[config.mk]
export PLATFORM = sky130hd
export DESIGN_NAME = uart_prog_link
export DESIGN_NICKNAME = d
export VERILOG_FILES = /design/src/rtl/uart_prog_pkg.sv /design/src/rtl/uart_prog_regs.sv /design/src/rtl/uart_prog_tx.sv /design/src/rtl/uart_prog_rx.sv /design/src/rtl/uart_prog_link.sv
export SDC_FILE = /design/constraint.sdc
export NUM_CORES = 1
export LEC_CHECK = 0
export ABC_CLOCK_PERIOD_IN_PS = 5100
export BUFFER_PORTS_ARGS = -buffer_cell sky130_fd_sc_hd__buf_2
export CORE_AREA = 3 3 144 146
export CTS_CLUSTER_SIZE = 25
export DETAILED_ROUTE_END_ITERATION = 10
export DIE_AREA = 0 0 147 149
export PLACE_DENSITY = 0.67
export SYNTH_ARGS = -nofsm -noshare
export SYNTH_HDL_FRONTEND = slang
export SYNTH_HIERARCHICAL = 1
export SYNTH_SLANG_ARGS = --single-unit
[constraint.sdc]
create_clock -name clk_i -period 5.1 [get_ports clk_i]
set_input_delay 0.255 -clock clk_i [delete_from_list [all_inputs] [get_ports clk_i]]
set_output_delay 0.255 -clock clk_i [all_outputs]
set_load 0.03 [all_outputs]
[src/rtl/uart_prog_pkg.sv]
package uart_prog_pkg;
  localparam int DIV_W = 16;
  localparam int BYTE_W = 8;
  localparam int CNT_W = 4;

  localparam logic [7:0] ADDR_PERIOD = 8'h10;
  localparam logic [7:0] ADDR_DBITS  = 8'h11;
  localparam logic [7:0] ADDR_SBITS  = 8'h12;

  localparam logic [DIV_W-1:0] DIV_ONE = 1;

  typedef struct packed {
    logic [DIV_W-1:0] period;
    logic [CNT_W-1:0] dbits;
    logic [1:0]       sbits;
  } link_cfg_t;
endpackage

[src/rtl/uart_prog_regs.sv]
module uart_prog_regs
  import uart_prog_pkg::*;
#(
  parameter int RESET_DIV   = 5208,
  parameter int MIN_DIV     = 4,
  parameter int RESET_DBITS = 8,
  parameter int RESET_SBITS = 1
) (
  input  logic        clk_i,
  input  logic        rst_ni,
  input  logic        wr_i,
  input  logic [7:0]  addr_i,
  input  logic [31:0] wdata_i,
  output logic [31:0] rdata_o,
  output link_cfg_t   cfg_o
);
  localparam logic [DIV_W-1:0] MIN_DIV_L = DIV_W'(MIN_DIV);

  link_cfg_t cfg_q;
  logic      div_ok, dbits_ok, sbits_ok;

  assign div_ok   = wdata_i[DIV_W-1:0] >= MIN_DIV_L;
  assign dbits_ok = (wdata_i >= 32'd5) && (wdata_i <= 32'd8);
  assign sbits_ok = (wdata_i == 32'd1) || (wdata_i == 32'd2);

  always_ff @(posedge clk_i or negedge rst_ni) begin
    if (!rst_ni) begin
      cfg_q.period <= DIV_W'(RESET_DIV);
      cfg_q.dbits  <= CNT_W'(RESET_DBITS);
      cfg_q.sbits  <= 2'(RESET_SBITS);
    end else if (wr_i) begin
      if (addr_i == ADDR_PERIOD && div_ok)  cfg_q.period <= wdata_i[DIV_W-1:0];
      if (addr_i == ADDR_DBITS  && dbits_ok) cfg_q.dbits <= wdata_i[CNT_W-1:0];
      if (addr_i == ADDR_SBITS  && sbits_ok) cfg_q.sbits <= wdata_i[1:0];
    end
  end

  always_comb begin
    case (addr_i)
      ADDR_PERIOD: rdata_o = 32'(cfg_q.period);
      ADDR_DBITS:  rdata_o = 32'(cfg_q.dbits);
      ADDR_SBITS:  rdata_o = 32'(cfg_q.sbits);
      default:     rdata_o = '0;
    endcase
  end

  assign cfg_o = cfg_q;


  period_reject_chk: assert property (@(posedge clk_i) disable iff (!rst_ni)
    (wr_i && addr_i == ADDR_PERIOD && wdata_i[DIV_W-1:0] < MIN_DIV_L) |=> $stable(cfg_q.period));

  dbits_reject_chk: assert property (@(posedge clk_i) disable iff (!rst_ni)
    (wr_i && addr_i == ADDR_DBITS && (wdata_i < 32'd5 || wdata_i > 32'd8)) |=> $stable(cfg_q.dbits));
endmodule

[src/rtl/uart_prog_tx.sv]
module uart_prog_tx
  import uart_prog_pkg::*;
(
  input  logic              clk_i,
  input  logic              rst_ni,
  input  link_cfg_t         cfg_i,
  input  logic [BYTE_W-1:0] data_i,
  input  logic              valid_i,
  output logic              ready_o,
  output logic              txd_o
);
  typedef enum logic [1:0] {TX_IDLE, TX_START, TX_DATA, TX_STOP} tx_state_e;

  tx_state_e         state_q;
  logic [DIV_W-1:0]  cnt_q;
  logic [CNT_W-1:0]  left_q;
  logic [BYTE_W-1:0] sr_q;
  link_cfg_t         cfg_q;
  logic              txd_q;
  logic              tick;

  assign tick    = (cnt_q == '0);
  assign ready_o = (state_q == TX_IDLE);
  assign txd_o   = txd_q;

  always_ff @(posedge clk_i or negedge rst_ni) begin
    if (!rst_ni) begin
      state_q <= TX_IDLE;
      cnt_q   <= '0;
      left_q  <= '0;
      sr_q    <= '0;
      cfg_q   <= '0;
      txd_q   <= 1'b1;
    end else begin
      case (state_q)
        TX_IDLE: if (valid_i) begin
          state_q <= TX_START;
          cfg_q   <= cfg_i;  // settings frozen for this character
          cnt_q   <= cfg_i.period - DIV_ONE;
          sr_q    <= data_i;
          txd_q   <= 1'b0;
        end
        TX_START: if (tick) begin
          state_q <= TX_DATA;
          cnt_q   <= cfg_q.period - DIV_ONE;
          txd_q   <= sr_q[0];
          sr_q    <= sr_q >> 1;
          left_q  <= cfg_q.dbits - 4'd1;
        end else cnt_q <= cnt_q - DIV_ONE;
        TX_DATA: if (tick) begin
          cnt_q <= cfg_q.period - DIV_ONE;
          if (left_q == '0) begin
            state_q <= TX_STOP;
            txd_q   <= 1'b1;
            left_q  <= {2'b00, cfg_q.sbits} - 4'd1;
          end else begin
            txd_q  <= sr_q[0];
            sr_q   <= sr_q >> 1;
            left_q <= left_q - 4'd1;
          end
        end else cnt_q <= cnt_q - DIV_ONE;
        TX_STOP: if (tick) begin
          if (left_q == '0) state_q <= TX_IDLE;
          else begin
            left_q <= left_q - 4'd1;
            cnt_q  <= cfg_q.period - DIV_ONE;
          end
        end else cnt_q <= cnt_q - DIV_ONE;
        default: state_q <= TX_IDLE;
      endcase
    end
  end


  start_low_chk: assert property (@(posedge clk_i) disable iff (!rst_ni)
    (valid_i && ready_o) |=> !txd_o);

  idle_high_chk: assert property (@(posedge clk_i) disable iff (!rst_ni)
    (ready_o && !valid_i) |=> txd_o);

  frozen_cfg_chk: assert property (@(posedge clk_i) disable iff (!rst_ni)
    (state_q != TX_IDLE) |=> (state_q == TX_IDLE || $stable(cfg_q)));
endmodule

[src/rtl/uart_prog_rx.sv]
module uart_prog_rx
  import uart_prog_pkg::*;
(
  input  logic              clk_i,
  input  logic              rst_ni,
  input  logic [DIV_W-1:0]  period_i,
  input  logic [CNT_W-1:0]  dbits_i,
  input  logic              rxd_i,
  output logic [BYTE_W-1:0] data_o,
  output logic              valid_o,
  input  logic              ready_i,
  output logic              err_o
);
  typedef enum logic [2:0] {RX_IDLE, RX_START, RX_DATA, RX_STOP, RX_WAIT} rx_state_e;

  logic              sync1_q, sync2_q;
  rx_state_e         state_q;
  logic [DIV_W-1:0]  cnt_q, period_q;
  logic [CNT_W-1:0]  dbits_q, left_q;
  logic [BYTE_W-1:0] sr_q, hold_q, word;
  logic              valid_q, err_q, tick, frame_ok, frame_bad;

  always_ff @(posedge clk_i or negedge rst_ni) begin
    if (!rst_ni) begin
      sync1_q <= 1'b1;
      sync2_q <= 1'b1;
    end else begin
      sync1_q <= rxd_i;
      sync2_q <= sync1_q;
    end
  end

  assign tick      = (cnt_q == '0);
  assign frame_ok  = (state_q == RX_STOP) && tick && sync2_q;
  assign frame_bad = (state_q == RX_STOP) && tick && !sync2_q;
  assign word      = sr_q >> (4'd8 - dbits_q);

  always_ff @(posedge clk_i or negedge rst_ni) begin
    if (!rst_ni) begin
      state_q  <= RX_IDLE;
      cnt_q    <= '0;
      period_q <= '0;
      dbits_q  <= 4'd8;
      left_q   <= '0;
      sr_q     <= '0;
    end else begin
      case (state_q)
        RX_IDLE: if (!sync2_q) begin
          state_q  <= RX_START;
          period_q <= period_i;
          dbits_q  <= dbits_i;
          cnt_q    <= (period_i >> 1) - DIV_ONE;
        end
        RX_START: if (tick) begin
          if (!sync2_q) begin
            state_q <= RX_DATA;
            cnt_q   <= period_q - DIV_ONE;
            left_q  <= dbits_q - 4'd1;
          end else state_q <= RX_IDLE;  // glitch, not a start bit
        end else cnt_q <= cnt_q - DIV_ONE;
        RX_DATA: if (tick) begin
          sr_q  <= {sync2_q, sr_q[BYTE_W-1:1]};
          cnt_q <= period_q - DIV_ONE;
          if (left_q == '0) state_q <= RX_STOP;
          else left_q <= left_q - 4'd1;
        end else cnt_q <= cnt_q - DIV_ONE;
        RX_STOP: if (tick) state_q <= sync2_q ? RX_IDLE : RX_WAIT;
        else cnt_q <= cnt_q - DIV_ONE;
        RX_WAIT: if (sync2_q) state_q <= RX_IDLE;
        default: state_q <= RX_IDLE;
      endcase
    end
  end

  always_ff @(posedge clk_i or negedge rst_ni) begin
    if (!rst_ni) begin
      hold_q  <= '0;
      valid_q <= 1'b0;
      err_q   <= 1'b0;
    end else begin
      err_q <= frame_bad;
      if (frame_ok && (!valid_q || ready_i)) begin
        hold_q  <= word;
        valid_q <= 1'b1;
      end else if (ready_i) valid_q <= 1'b0;
    end
  end

  assign data_o  = hold_q;
  assign valid_o = valid_q;
  assign err_o   = err_q;


  hold_stable_chk: assert property (@(posedge clk_i) disable iff (!rst_ni)
    (valid_o && !ready_i) |=> (valid_o && $stable(data_o)));

  err_pulse_chk: assert property (@(posedge clk_i) disable iff (!rst_ni)
    err_o |=> !err_o);

  err_no_byte_chk: assert property (@(posedge clk_i) disable iff (!rst_ni)
    err_o |-> !$rose(valid_o));
endmodule

[src/rtl/uart_prog_link.sv]
module uart_prog_link
  import uart_prog_pkg::*;
#(
  parameter int RESET_DIV   = 5208,
  parameter int MIN_DIV     = 4,
  parameter int RESET_DBITS = 8,
  parameter int RESET_SBITS = 1
) (
  input  logic        clk_i,
  input  logic        rst_ni,
  input  logic        reg_wr_i,
  input  logic [7:0]  reg_addr_i,
  input  logic [31:0] reg_wdata_i,
  output logic [31:0] reg_rdata_o,
  input  logic [7:0]  tx_data_i,
  input  logic        tx_valid_i,
  output logic        tx_ready_o,
  output logic        txd_o,
  input  logic        rxd_i,
  output logic [7:0]  rx_data_o,
  output logic        rx_valid_o,
  input  logic        rx_ready_i,
  output logic        frame_err_o
);
  link_cfg_t cfg;

  uart_prog_regs #(
    .RESET_DIV  (RESET_DIV),
    .MIN_DIV    (MIN_DIV),
    .RESET_DBITS(RESET_DBITS),
    .RESET_SBITS(RESET_SBITS)
  ) i_regs (
    .clk_i  (clk_i),
    .rst_ni (rst_ni),
    .wr_i   (reg_wr_i),
    .addr_i (reg_addr_i),
    .wdata_i(reg_wdata_i),
    .rdata_o(reg_rdata_o),
    .cfg_o  (cfg)
  );

  uart_prog_tx i_tx (
    .clk_i  (clk_i),
    .rst_ni (rst_ni),
    .cfg_i  (cfg),
    .data_i (tx_data_i),
    .valid_i(tx_valid_i),
    .ready_o(tx_ready_o),
    .txd_o  (txd_o)
  );

  uart_prog_rx i_rx (
    .clk_i   (clk_i),
    .rst_ni  (rst_ni),
    .period_i(cfg.period),
    .dbits_i (cfg.dbits),
    .rxd_i   (rxd_i),
    .data_o  (rx_data_o),
    .valid_o (rx_valid_o),
    .ready_i (rx_ready_i),
    .err_o   (frame_err_o)
  );
endmodule

* After elaboration in Yosys (flattened, before gate mapping)
Cells that the tools add are included.
** Word-level totals
- Input port bits :: 54
- Flip-flop bits (word level) :: 138
- Output and inout port bits :: 44
- Word-level logic and storage cells :: 159
** Cells by class
- Eq/ne operators :: 31
- $lt $le $gt $ge :: 3
- Reduce and logical (&&, ||, !) cells :: 38
- Muxes and demuxes :: 51
- Add/subtract/negate cells :: 12
- Bitwise logic cells :: 1
- Shift operators :: 1
** Operators with widths (number)
- $mux 16 :: 9
- $pmux 16 s3 :: 2
- $sub 16x1->16 const B :: 5
- $pmux 16 s4 :: 1
- $mux 4 :: 9
- $eq 32x1->1 const B :: 1
- $eq 32x2->1 const B :: 1
- $ge 32x3->1 const B :: 1
- $le 32x4->1 const B :: 1
- $logic_not 16->1 :: 2
- $mux 8 :: 4
- $eq 8x5->1 const B :: 3
- $pmux 8 s3 :: 1
- $mux 3 :: 7
- $ne 2x1->1 const B :: 10
- $ge 16x3->1 const B :: 1
- $sub 15x1->16 const B :: 1
- $sub 4x1->4 const B :: 4
- $pmux 3 s5 :: 1
- $reduce_and 5->1 :: 3
- $mux 2 :: 7
- $ne 2x2->1 const B :: 7
- $reduce_and 2->1 :: 7
- $pmux 4 s3 :: 1
- other kinds (26) :: 48

* Depth between registers and ports, before layout
Gate-level depths: netlist of the first run.
- Depth after elaboration :: 5
- Mapped depth :: 16

* Hierarchy
Netlist of the first run, hierarchy kept.
** Modules (own cells, without submodules)
- uart_prog_rx :: area each 4167.7 um^2, instances 1, sequential area each 1580.3 um^2, cells each 467
- uart_prog_tx :: area each 3278.1 um^2, instances 1, sequential area each 1327.5 um^2, cells each 349
- uart_prog_regs :: area each 1370.1 um^2, instances 1, sequential area each 559.3 um^2, cells each 115

* Worst setup path before layout of the first run
Ideal clock, no wire load.
- Kind :: flip-flop to flip-flop
- Start point :: reg i_tx.state_q[0]
- End point :: reg i_tx.cnt_q[8]
- Path slack :: 1331 ps
- Data required time :: 4974 ps
- Stages on the path, launching flop included :: 17
- Arrival time :: 3643 ps
- Path buffers :: 5
- Library setup time :: 126 ps
- Cell sequence :: dfrtp_1 > inv_1 > ha_1 > buf_4 > clkbuf_8 > buf_2 > clkbuf_1 > clkbuf_1 > nor2_1 > a21oi_1 > ha_1 > o31ai_1 > or3_1 > nor3_2 > xnor2_1 > a2bb2oi_1 > nand3_1
** On the way
- Word-level cells in the longest chain between the ends :: 3
- Elaborated cells on any way between the ends :: 9
- Classes of those cells :: 5 x eq/ne; 1 x mux; 3 x reduce/logical
** RTL lines
- from (decl) :: line uart_prog_tx.sv:14 : tx_state_e state_q;
- from (signal assigned) :: line uart_prog_tx.sv:28 : state_q <= TX_IDLE;
- from (signal assigned) :: line uart_prog_tx.sv:37 : state_q <= TX_START;
- from (signal assigned) :: line uart_prog_tx.sv:44 : state_q <= TX_DATA;
- $logic_not 2->1 (*)
- named net tx_ready_o :: line uart_prog_link.sv:17 : output logic tx_ready_o,
- $ne 2x2->1 (no source line)
- $reduce_and 2->1 (no source line)
- to (signal assigned) :: line uart_prog_tx.sv:39 : cnt_q <= cfg_i.period - DIV_ONE;
- to (signal assigned) :: line uart_prog_tx.sv:45 : cnt_q <= cfg_q.period - DIV_ONE;
- to (signal assigned) :: line uart_prog_tx.sv:49 : end else cnt_q <= cnt_q - DIV_ONE;
- to (decl) :: line uart_prog_tx.sv:15 : logic [DIV_W-1:0] cnt_q;
Mark *: on every way through the listed nets, which the timed path passes. The rest lies on a longest branch.
A chain may end at the register's enable or synchronous reset.

* Worst setup path after layout of the first run
- Start point :: reg i_tx.state_q[0]
- End point :: reg i_tx.cnt_q[8]
** On the way
- Word-level cells in the longest chain between the ends :: 3
- Elaborated cells on any way between the ends :: 9
- Classes of those cells :: 5 x eq/ne; 1 x mux; 3 x reduce/logical
** RTL lines
- $eq 2x1->1 (tied with other cells) :: line uart_prog_tx.sv:35 : case (state_q)
- $reduce_or 2->1 (no source line) (tied with other cells)
- $pmux 16 s3 / $reduce_and 2->1 (equally long branches)
Several ways; a longest one is shown, not always the timed one.

==> metrics.txt, run 1 <==
outcome=complete, no violations; hold depth=3; Hold Startpoint=tx_data_i[7]; Final GP Congestion=0.950; worst clock skew=0.0106 ns; number of maximum-capacitance constraint violations=0; largest family of logic cells by synthesized area=simple AND/OR/NAND/NOR gates; average detailed-routed wire length per instance=17.9 um; cell count after synthesis=931; number of flops mapped to enable cells by yosys=0; register area share after synthesis=0.393; global-route congestion overflow total=0; post-route fraction of the period consumed by the critical path=0.662; worst vdd ir=0.538 mV; startpoint-to-endpoint class of the critical path=reg2reg; leading cell type in the layout, fill and taps excluded=sky130_fd_sc_hd__dfrtp_1; die boundary width=147 um; Slowest Stage Delay on Critical Path=0.44 ns; first-pass GRT wire length=36700 um; startpoint types=flop; final hold violation count=0; Die Span Y=149 um; nature of the critical path endpoint=flop; Remaining DRCs=0; maximum clock frequency=296 MHz; Period minus WS final=3.38 ns; sink of the worst hold path=i_tx/sr_q[7]; number of placement rows=51; Pint=2.63 mW; number of distinct library cell variants in the gate-level netlist after synthesis=91; Initial Util=0.451; Crit path max-delay family=simple AND/OR/NAND/NOR gates; maximum number of pins on one net before global-route repair=104; number of clock buffers inserted by TritonCTS=17; clock latency reported for the late side of the worst-skew pair=0.43 ns; share of total power in sequential cells=0.348; mapped cell area=8820 um^2; post-route antenna net violation count=0; setup repair after global routing missed its margin=no; data arrival time of the critical path=3.69 ns; Reg2Reg Capture Point=i_tx/cnt_q[8]; clock group share of total power=0.318; critical path's slowest cell=sky130_fd_sc_hd__buf_4; share of post-route cells with drive strength above 1=0.242; synthesized area divided by synthesized cell count=9.47 um^2; number of antenna repair diodes=0; Top Ports=98; mux contribution to synthesized area=0.119; GRT Util Overall=0.210; Clock transition at path regs=0.07 ns; Total Nets Final=1064; register bit count reported by yosys=138; number of cell instances on the worst register-to-register path=12; Most Frequent Cell on Critical Path=sky130_fd_sc_hd__ha_1; growth of design area from synthesis to finish=13.0%; internal reg-to-reg setup slack=1.72 ns; Leakage Power=4.37 nW; placed wire-length estimate=15900 um; initial antenna violation count=0; post-synthesis compound-gate area fraction=0.146; adder-cell share of the synthesized area=0.0213; post-cts resize count=0; Hold Path Class=in2reg; RR Startpoint=i_tx/state_q[0]; dominant register cell in the synthesized netlist=sky130_fd_sc_hd__dfrtp_1; Die ar.=21900 um^2; maximum buffer depth of the clock tree=2; via count of the first global-routing pass=6838; area after detailed placement=9320 um^2; Crit Path Max Fanout=41; FFs w/ async S/R, synth=1.00; tightest slew margin relative to the limit=0.240; post-DR vias/cell=5.76; via total after detailed routing=7327; required time of the critical path=5.41 ns; CTS HTree Levels=4; number of buffers and inverters on the critical path=2; power density over the cells=417 nW/um^2; Port Buf Inserts=81; area of the core=19500 um^2; Post-Route Setup TNS=0 ns; Final Cell Area=9960 um^2; Yosys warning total=6; clock net sink count=138; Root Buffer Master=sky130_fd_sc_hd__clkbuf_16; clock tree from TritonCTS=built; post-detailed-routing wire length=22800 um; number of slew-limit violations in the final report=0; first-pass iteration count of the detailed router=5; Net Sw Frac=0.368; number of DRC markers after the initial detailed-route iteration=561; most frequent cells in the layout=sky130_fd_sc_hd__dfrtp_1, sky130_fd_sc_hd__nand2_1, sky130_fd_sc_hd__buf_2; post-synthesis share of cell area spent on and, or, nand and nor gates=0.220; actual slew at the worst max-slew pin=1.14 ns; net switching component of the power=1.53 mW; CP cell instances=inv_1, ha_1, buf_4, nor2_1, a21oi_1, ha_1, o31ai_1, or3_1, nor3_2, o21ai_0, a2bb2oi_1, nand3_1; xor-xnor portion of the synthesized cell area=0.0497; Final setup viols=0; combinational group share of total power=0.334
-- how the worst max path moves through the flow --
stage                               start        endpoint  slack (ns)  cells after the start
after floorplan           i_tx/state_q[0]   i_tx/cnt_q[8]        1.33                     16
after global placement    i_tx/state_q[0]   i_tx/cnt_q[8]        1.89                     12
after detailed placement  i_tx/state_q[0]   i_tx/cnt_q[8]        1.76                     12
after CTS                 i_tx/state_q[0]  i_tx/cnt_q[14]        1.75                     12
after global routing      i_tx/state_q[1]   i_tx/cnt_q[8]        1.37                     12
final                     i_tx/state_q[0]   i_tx/cnt_q[8]        1.72                     12
-- layer usage --
metal / GRT usage / up-vias / wire length, um
met5: 0 / - / 0
met2: 0.323 / 248 / 10500
met3: 0.0438 / 28 / 1330
met4: 0.0582 / 0 / 336
li1: - / 3485 / -
met1: 0.301 / 3566 / 10600
-- power groups by stage --
stage	registers [mW]	clock network, mW	logic [mW]
4_1_cts	1.45	1.35	1.38
6_report	1.45	1.32	1.39
3_5_place_dp	1.46	0	1.37
3_3_place_gp	1.46	0	1.35
2_1_floorplan	1.40	0	1.18
5_1_grt	1.47	1.39	1.56
-- through the flow --
stage               hold slack (ns)  utilization  setup slack [ns]  std cells  power [mW]
floorplan                   -0.0406            -              1.33        946        2.58
global placement              0.346        0.477              1.89       1239        2.80
detailed placement            0.347        0.477              1.76       1239        2.83
CTS                          0.0548        0.510              1.75       1273        4.17
global route                 0.0656        0.510              1.37       1273        4.42
finish                       0.0700        0.510              1.72       1273        4.16
-- sequential cells by signal, summed over array words and instances (netlist names) --
signal and cells:
i_rx/cnt_q 16, i_rx/left_q 4, i_tx/txd_o 1, i_rx/sr_q 8, i_rx/sync2_q 1, i_tx/state_q 2, i_rx/dbits_q 4, i_tx/left_q 4
i_tx/cfg_q 22, i_tx/sr_q 8, i_tx/cnt_q 16, i_rx/state_q 3, i_rx/period_q 16, i_regs/cfg_o 22, i_rx/err_o 1, i_rx/valid_o 1
i_rx/data_o 8, i_rx/sync1_q 1
-- worst register-to-register path, stage by stage (launching register included) --
cell	delay (ns)
sky130_fd_sc_hd__dfrtp_1	0.40
sky130_fd_sc_hd__inv_1	0.10
sky130_fd_sc_hd__ha_1	0.36
sky130_fd_sc_hd__buf_4	0.44
sky130_fd_sc_hd__nor2_1	0.10
sky130_fd_sc_hd__a21oi_1	0.20
sky130_fd_sc_hd__ha_1	0.29
sky130_fd_sc_hd__o31ai_1	0.10
sky130_fd_sc_hd__or3_1	0.41
sky130_fd_sc_hd__nor3_2	0.42
sky130_fd_sc_hd__o21ai_0	0.16
sky130_fd_sc_hd__a2bb2oi_1	0.19
sky130_fd_sc_hd__nand3_1	0.09
-- final cells by class --
cell class	instances	area, um^2
sequential	138	3470
timing repair buffer	91	492
fill	1823	9570
multi-input combinational	725	4970
clock buffer	19	443
clock inverter	13	178
tap	265	332
inverter	22	82.6
-- synth_stat cells (all sizes together) (3+ instances only) --
master / instances / area [um^2]
a211oi: 3 / 22.5
a21oi: 46 / 241
a221oi: 3 / 26.3
a22oi: 3 / 22.5
a2bb2oi: 4 / 35.0
a31oi: 11 / 68.8
and2: 14 / 87.6
buf: 35 / 254
clkbuf: 26 / 108
dfrtp: 127 / 3180
dfstp: 11 / 289
ha: 15 / 188
inv: 22 / 82.6
mux2: 72 / 848
mux2i: 18 / 180
nand2: 88 / 333
nand2b: 8 / 52.6
nand3: 25 / 135
nand3b: 4 / 42.5
nand4: 13 / 103
nand4b: 6 / 52.6
nor2: 81 / 312
nor2b: 10 / 62.6
nor3: 35 / 196
nor3b: 8 / 75.1
nor4: 25 / 220
nor4b: 4 / 41.3
o211ai: 11 / 87.6
o21a: 4 / 30.0
o21ai: 77 / 389
o221ai: 3 / 26.3
o22ai: 9 / 62.6
o31a: 3 / 26.3
o31ai: 6 / 50.1
o32ai: 4 / 35.0
or3: 9 / 66.3
or4: 6 / 52.6
or4b: 3 / 37.5
xnor2: 22 / 193
xor2: 28 / 245
-- logic make-up after synthesis --
kind of cell / count (synthesis)
AOI/OAI and AO/OA: 206
xor gates and xnor gates: 50
adders and majority gates: 15
buffers and inverters: 83
DFF: 138
muxes: 91
other: 1
and+or+nand+nor: 347
-- timing repair --
action | in CTS | in global routing
setup buffers | 0 | 0
hold endpoints to repair | 8 | 0
hold buffers | 2 | 0
No activity file was read; power rests on OpenSTA's default activity.
==> run 2, diff against run 1 <==
--- a/config.mk
+++ b/config.mk
@@ -5,7 +5,7 @@
 export SDC_FILE = /design/constraint.sdc
 export NUM_CORES = 1
 export LEC_CHECK = 0
-export ABC_CLOCK_PERIOD_IN_PS = 5100
+export ABC_CLOCK_PERIOD_IN_PS = 3200
 export BUFFER_PORTS_ARGS = -buffer_cell sky130_fd_sc_hd__buf_2
 export CORE_AREA = 3 3 144 146
 export CTS_CLUSTER_SIZE = 25
==> constraint.sdc (replaced) <==
create_clock -name clk_i -period 3.2 [get_ports clk_i]
set_input_delay 0.16 -clock clk_i [delete_from_list [all_inputs] [get_ports clk_i]]
set_output_delay 0.16 -clock clk_i [all_outputs]
set_load 0.03 [all_outputs]
==> run 2 against run 1 <==
Compared with the run above: clock power grew 40%; fmax grew 23%; global-route usage shrank 0.24 points; first-iteration DRC count grew 10%; sequential power grew 59%; worst setup slack lost 1.3 ns; clock-buffer cell count shrank 2; cell count grew 1.7%; via count grew 0.15%; die area is the same; core utilization grew 0.74 points; largest cell class unchanged.
==> metrics.txt, run 2 (synthesis gave the netlist of run 1 again) <==
GRT Util Overall=0.207 (-0.00244); Final setup viols=0 (unchanged); number of buffers and inverters on the critical path=1 (-1); Top Ports=98 (unchanged); worst vdd ir=0.934 mV (+73%); cts-stage hold buffer count=12 (+10); tightest slew margin relative to the limit=0.487 (+0.247); Die Span Y=149 um (unchanged); Total Nets Final=1086 (+2.1%); post-DR vias/cell=5.67 (-1.6%); number of DRC markers after the initial detailed-route iteration=617 (+10%); number of slew-limit violations in the final report=0 (unchanged); Hold Path Class=in2reg; tightest hold margin=0.0160 ns (-0.0540 ns); number of clock buffers inserted by TritonCTS=17 (unchanged); Root Buffer Master=sky130_fd_sc_hd__clkbuf_16; Remaining DRCs=0 (unchanged); Leakage Power=4.43 nW (+1.2%); clock tree from TritonCTS=built; placed wire-length estimate=16000 um (about the same); initial antenna violation count=0 (unchanged); leading cell type in the layout, fill and taps excluded=sky130_fd_sc_hd__dfrtp_1; critical path's slowest cell=sky130_fd_sc_hd__or3_1; Crit Path Max Fanout=29 (-29%); Slowest Stage Delay on Critical Path=0.43 ns (about the same); maximum buffer depth of the clock tree=2 (unchanged); final hold violation count=0 (unchanged); pre-CTS setup slack=0.482 ns (-1.28 ns); number of maximum-capacitance constraint violations=0 (unchanged); CP cell instances=inv_1, ha_4, nor2_1, a21oi_1, ha_2, o31ai_1, or3_1, nor3_4, xnor2_1, a2bb2oi_1, nand3_1; number of antenna repair diodes=0 (unchanged); Crit path max-delay family=simple AND/OR/NAND/NOR gates; global-route congestion overflow total=0 (unchanged); Clock transition at path regs=0.06 ns (about the same); startpoint types=flop; most frequent cells in the layout=sky130_fd_sc_hd__dfrtp_1, sky130_fd_sc_hd__nand2_1, sky130_fd_sc_hd__buf_2; first-pass iteration count of the detailed router=4 (-1); clock net sink count=138 (unchanged); share of post-route cells with drive strength above 1=0.251 (+0.00939); power density over the cells=640 nW/um^2 (+53%); outcome=complete, no violations; maximum number of pins on one net before global-route repair=80 (-23%); area of the core=19500 um^2 (unchanged); number of placement rows=51 (unchanged); Die ar.=21900 um^2 (unchanged); Final Cell Area=10100 um^2 (+1.5%); final critical-path setup slack=0.457 ns (-1.27 ns); CTS HTree Levels=4 (unchanged); clock latency reported for the late side of the worst-skew pair=0.42 ns (about the same); growth of design area from synthesis to finish=14.6%; startpoint-to-endpoint class of the critical path=reg2reg; number of placed instances with taps included=1251 (+0.97%); maximum clock frequency=365 MHz (+23%); setup repair bufs after CTS=0 (unchanged); via count of the first global-routing pass=6962 (+1.8%); nature of the critical path endpoint=flop; average detailed-routed wire length per instance=17.2 um (-3.9%); post-detailed-routing wire length=22300 um (-2.2%); actual slew at the worst max-slew pin=0.769 ns (-0.368 ns); area after detailed placement=9430 um^2 (+1.2%); via total after detailed routing=7338 (+0.15%); Period minus WS final=2.74 ns (-0.633 ns); post-route fraction of the period consumed by the critical path=0.857 (+0.195); Port Buf Inserts=81 (unchanged); post-cts resize count=0 (unchanged); number of standard cells in the layout, taps in and fillers out=1295 (+1.7%); post-route antenna net violation count=0 (unchanged); worst clock skew=0.0113 ns (+0.000682 ns); Post-Route Setup TNS=0 ns (unchanged); die boundary width=147 um (unchanged); first-pass GRT wire length=37000 um (+0.68%); setup repair after global routing missed its margin=no; Final GP Congestion=0.922 (-2.9%); Initial Util=0.451 (unchanged); data arrival time of the critical path=3.05 ns (-0.64 ns); required time of the critical path=3.51 ns (-1.90 ns)
[run 2: report_power, final]
group,switching (mW),internal (mW),total (mW),leakage [nW]
logic,1.34,0.963,2.30,2.42
clock network,0.789,1.06,1.85,0.253
registers,0.290,2.02,2.31,1.75
[run 2: path summary, 6_finish.rpt]
path	slack, ns	cells past startpoint	start	endpoint
min in group asynchronous	0.30	2	rst_ni	i_rx/cnt_q[12]
worst max-delay path	0.46	11	i_tx/state_q[1]	i_tx/cnt_q[8]
max in group asynchronous	2.01	3	rst_ni	i_tx/txd_o
worst min register to register	0.36	0	i_rx/sync1_q	i_rx/sync2_q
worst min-delay path	0.02	3	rx_ready_i	i_rx/valid_o
worst max register to register	0.46	11	i_tx/state_q[1]	i_tx/cnt_q[8]
[run 2: cell type report]
cell class                      count  area [um^2]
Sequential cell                   138         3470
Inverter                           22         82.6
Clock buffer                       17          425
Multi-Input combinational cell    725         4990
Fill cell                        1834         9420
Timing Repair Buffer              113          682
Clock inverter                     15          129
Tap cell                          265          332
[run 2: metrics by stage]
stage / utilization / power [mW]
after global routing: 0.518 / 6.89
after floorplan: - / 4.16
after CTS: 0.518 / 6.49
final: 0.518 / 6.47
after detailed placement: 0.483 / 4.60
after global placement: 0.483 / 4.56
[run 2: layer usage]
metal | track usage | wire length, um
met1 | 0.296 | 10500
met4 | 0.0648 | 417
met3 | 0.0304 | 1020
met5 | 0 | 0
met2 | 0.327 | 10300
[run 2: worst min-delay path, delay by kind of cell]
family	cells	cell delay, ns
AND/OR/NAND/NOR	2	0.16
buffers and inverters	1	0.07
==> run 3, diff against run 2 <==
==> constraint.sdc (replaced) <==
create_clock -name clk_i -period 3.2 [get_ports clk_i]
set_input_delay 0 -clock clk_i [delete_from_list [all_inputs] [get_ports clk_i]]
set_output_delay 0 -clock clk_i [all_outputs]
set_load 0.03 [all_outputs]
==> run 3 against run 2 <==
Compared with the run above: core utilization grew 1.0 points; global-route usage shrank 0.12 points; clock-buffer cell count up 1; largest cell class unchanged; sequential power hardly changed; via count is 1.0% higher; hold slack improved by 0.022 ns; die area unchanged; first-iteration DRC count is 17% lower; design area increased by 2.0%; clock skew fell by 0.0011 ns; sequential share of layout area fell by 0.67 points; combinational power about the same.
==> metrics.txt, run 3 (synthesis gave the netlist of run 1 again) <==
startpoint-to-endpoint class of the critical path=reg2reg; clock net sink count=138 (unchanged); tightest hold margin=0.0380 ns (+0.0220 ns); placed wire-length estimate=15900 um (-0.44%); number of standard cells in the layout, taps in and fillers out=1307 (+0.93%); first-pass iteration count of the detailed router=6 (+2); Pint=4.29 mW (+6.1%); first-pass GRT wire length=36700 um (-0.65%); Final GP Congestion=0.912 (-1.1%); area of the core=19500 um^2 (unchanged); Root Buffer Master=sky130_fd_sc_hd__clkbuf_16; tightest slew margin relative to the limit=0.398 (-0.0890); Clock transition at path regs=0.06 ns (about the same); Port Buf Inserts=81 (unchanged); Top Ports=98 (unchanged); maximum buffer depth of the clock tree=2 (unchanged); post-DR vias/cell=5.67 (+0.12%); growth of design area from synthesis to finish=16.9%; number of placement rows=51 (unchanged); Die Span Y=149 um (unchanged); maximum clock frequency=356 MHz (-2.5%); number of placed instances with taps included=1247 (-0.32%); net switching component of the power=2.41 mW (-0.30%); maximum number of pins on one net before global-route repair=98 (+23%); Final setup viols=0 (unchanged); number of slew-limit violations in the final report=0 (unchanged); most frequent cells in the layout=sky130_fd_sc_hd__dfrtp_1, sky130_fd_sc_hd__nand2_1, sky130_fd_sc_hd__buf_2; Remaining DRCs=0 (unchanged); number of clock buffers inserted by TritonCTS=17 (unchanged); clock tree from TritonCTS=built; post-route fraction of the period consumed by the critical path=0.879 (+0.0219); final hold violation count=0 (unchanged); Post-Route Setup TNS=0 ns (unchanged); number of maximum-capacitance constraint violations=0 (unchanged); power density over the cells=651 nW/um^2 (+1.7%); share of total power in sequential cells=0.343 (-0.014); Total Nets Final=1098 (+1.1%); count of filler cells inserted in the layout=1762 (-3.9%); required time of the critical path=3.48 ns (-0.03 ns); Initial Util=0.451 (unchanged); number of DRC markers after the initial detailed-route iteration=514 (-17%); post-detailed-routing wire length=22400 um (+0.58%); Leakage Power=4.51 nW (+2.0%); post-route antenna net violation count=0 (unchanged); leading cell type in the layout, fill and taps excluded=sky130_fd_sc_hd__dfrtp_1; actual slew at the worst max-slew pin=0.903 ns (+0.134 ns); number of antenna repair diodes=0 (unchanged); nature of the critical path endpoint=flop; Hold Path Class=in2reg; average detailed-routed wire length per instance=17.1 um (-0.34%); Crit Path Max Fanout=27 (-6.9%); via count of the first global-routing pass=7054 (+1.3%); RR Startpoint=i_tx/state_q[1]; final design utilization=0.528 (+0.0103); global-route congestion overflow total=0 (unchanged); Hold Startpoint=reg_wdata_i[25]; setup repair after global routing missed its margin=no; combinational group share of total power=0.343 (-0.013); outcome=complete, no violations; die boundary width=147 um (unchanged); initial antenna violation count=0 (unchanged); Period minus WS final=2.81 ns (+0.0702 ns); launching instance or port of the critical path=i_tx/state_q[1]; data arrival time of the critical path=3.10 ns (+0.05 ns); Design Power=6.71 mW (+3.7%); clock latency reported for the late side of the worst-skew pair=0.42 ns (about the same); GRT Util Overall=0.206 (-0.00122); Net Sw Frac=0.360 (-0.0144); setup repair bufs after CTS=0 (unchanged); share of post-route cells with drive strength above 1=0.244 (-0.00769); Die ar.=21900 um^2 (unchanged); clock group share of total power=0.314 (+0.027); via total after detailed routing=7415 (+1.0%); startpoint types=flop; worst clock skew=0.0102 ns (-0.00110 ns); CTS HTree Levels=4 (unchanged); worst vdd ir=0.752 mV (-19%)
## run 3: what timing repair did
| action | CTS | global route |
|---|---|---|
| resized for setup | 0 | 0 |
| hold buffers | 28 | 0 |
| endpoints found under the hold margin | 119 | 0 |
## run 3: final cells by class
type | instances | area (um^2) | area share
multi-input cells | 725 | 4990 | 0.484
flip-flops and latches | 138 | 3470 | 0.336
repair buffers | 125 | 812 | 0.0788
clock buffers | 18 | 429 | 0.0416
well taps | 265 | 332 | 0.0322
clock inverters | 14 | 195 | 0.0189
inverters | 22 | 82.6 | 0.00801
## run 3: worst paths after layout
path	end	slack [ns]	depth (start not counted)
min reg2reg	i_rx/sync2_q	0.36	0
max in group asynchronous	i_rx/sync2_q	2.02	3
max reg2reg	i_tx/cnt_q[13]	0.39	11
min	i_regs/cfg_o[1]	0.04	4
min in group asynchronous	i_tx/cfg_q[16]	0.25	2
max	i_tx/cnt_q[13]	0.39	11
## run 3: metal layers
| metal | track usage | vias up | part of all wire |
|---|---|---|---|
| li1 | - | 3547 | - |
| met1 | 0.292 | 3610 | 0.46 |
| met2 | 0.329 | 229 | 0.47 |
| met3 | 0.0298 | 29 | 0.049 |
| met4 | 0.0634 | 0 | 0.017 |
| met5 | 0 | - | 0 |
## run 3: power groups by stage
stage	logic, mW	clock network, mW	registers, mW
after floorplan	1.93	0	2.23
after CTS	2.29	2.13	2.30
after detailed placement	2.25	0	2.32
after global routing	2.58	2.21	2.34
after global placement	2.22	0	2.32
final	2.30	2.11	2.30
## run 3: critical path: stages, from the launching register on
cell and delay (ns):
sky130_fd_sc_hd__dfrtp_1 0.39, sky130_fd_sc_hd__inv_1 0.14, sky130_fd_sc_hd__ha_4 0.33, sky130_fd_sc_hd__buf_4 0.33, sky130_fd_sc_hd__nor4b_1 0.09, sky130_fd_sc_hd__nand4_1 0.11
sky130_fd_sc_hd__nand3_1 0.09, sky130_fd_sc_hd__or4b_4 0.57, sky130_fd_sc_hd__nor4_4 0.23, sky130_fd_sc_hd__nand2_1 0.13, sky130_fd_sc_hd__xor2_1 0.17, sky130_fd_sc_hd__o21ai_1 0.07
## run 3: metrics by stage
stage / cell area [um^2] / setup slack (ns)
floorplan: 8900 / 0.0115
global placement: 9400 / 0.503
detailed placement: 9400 / 0.464
CTS: 10300 / 0.410
global route: 10300 / 0.102
finish: 10300 / 0.387
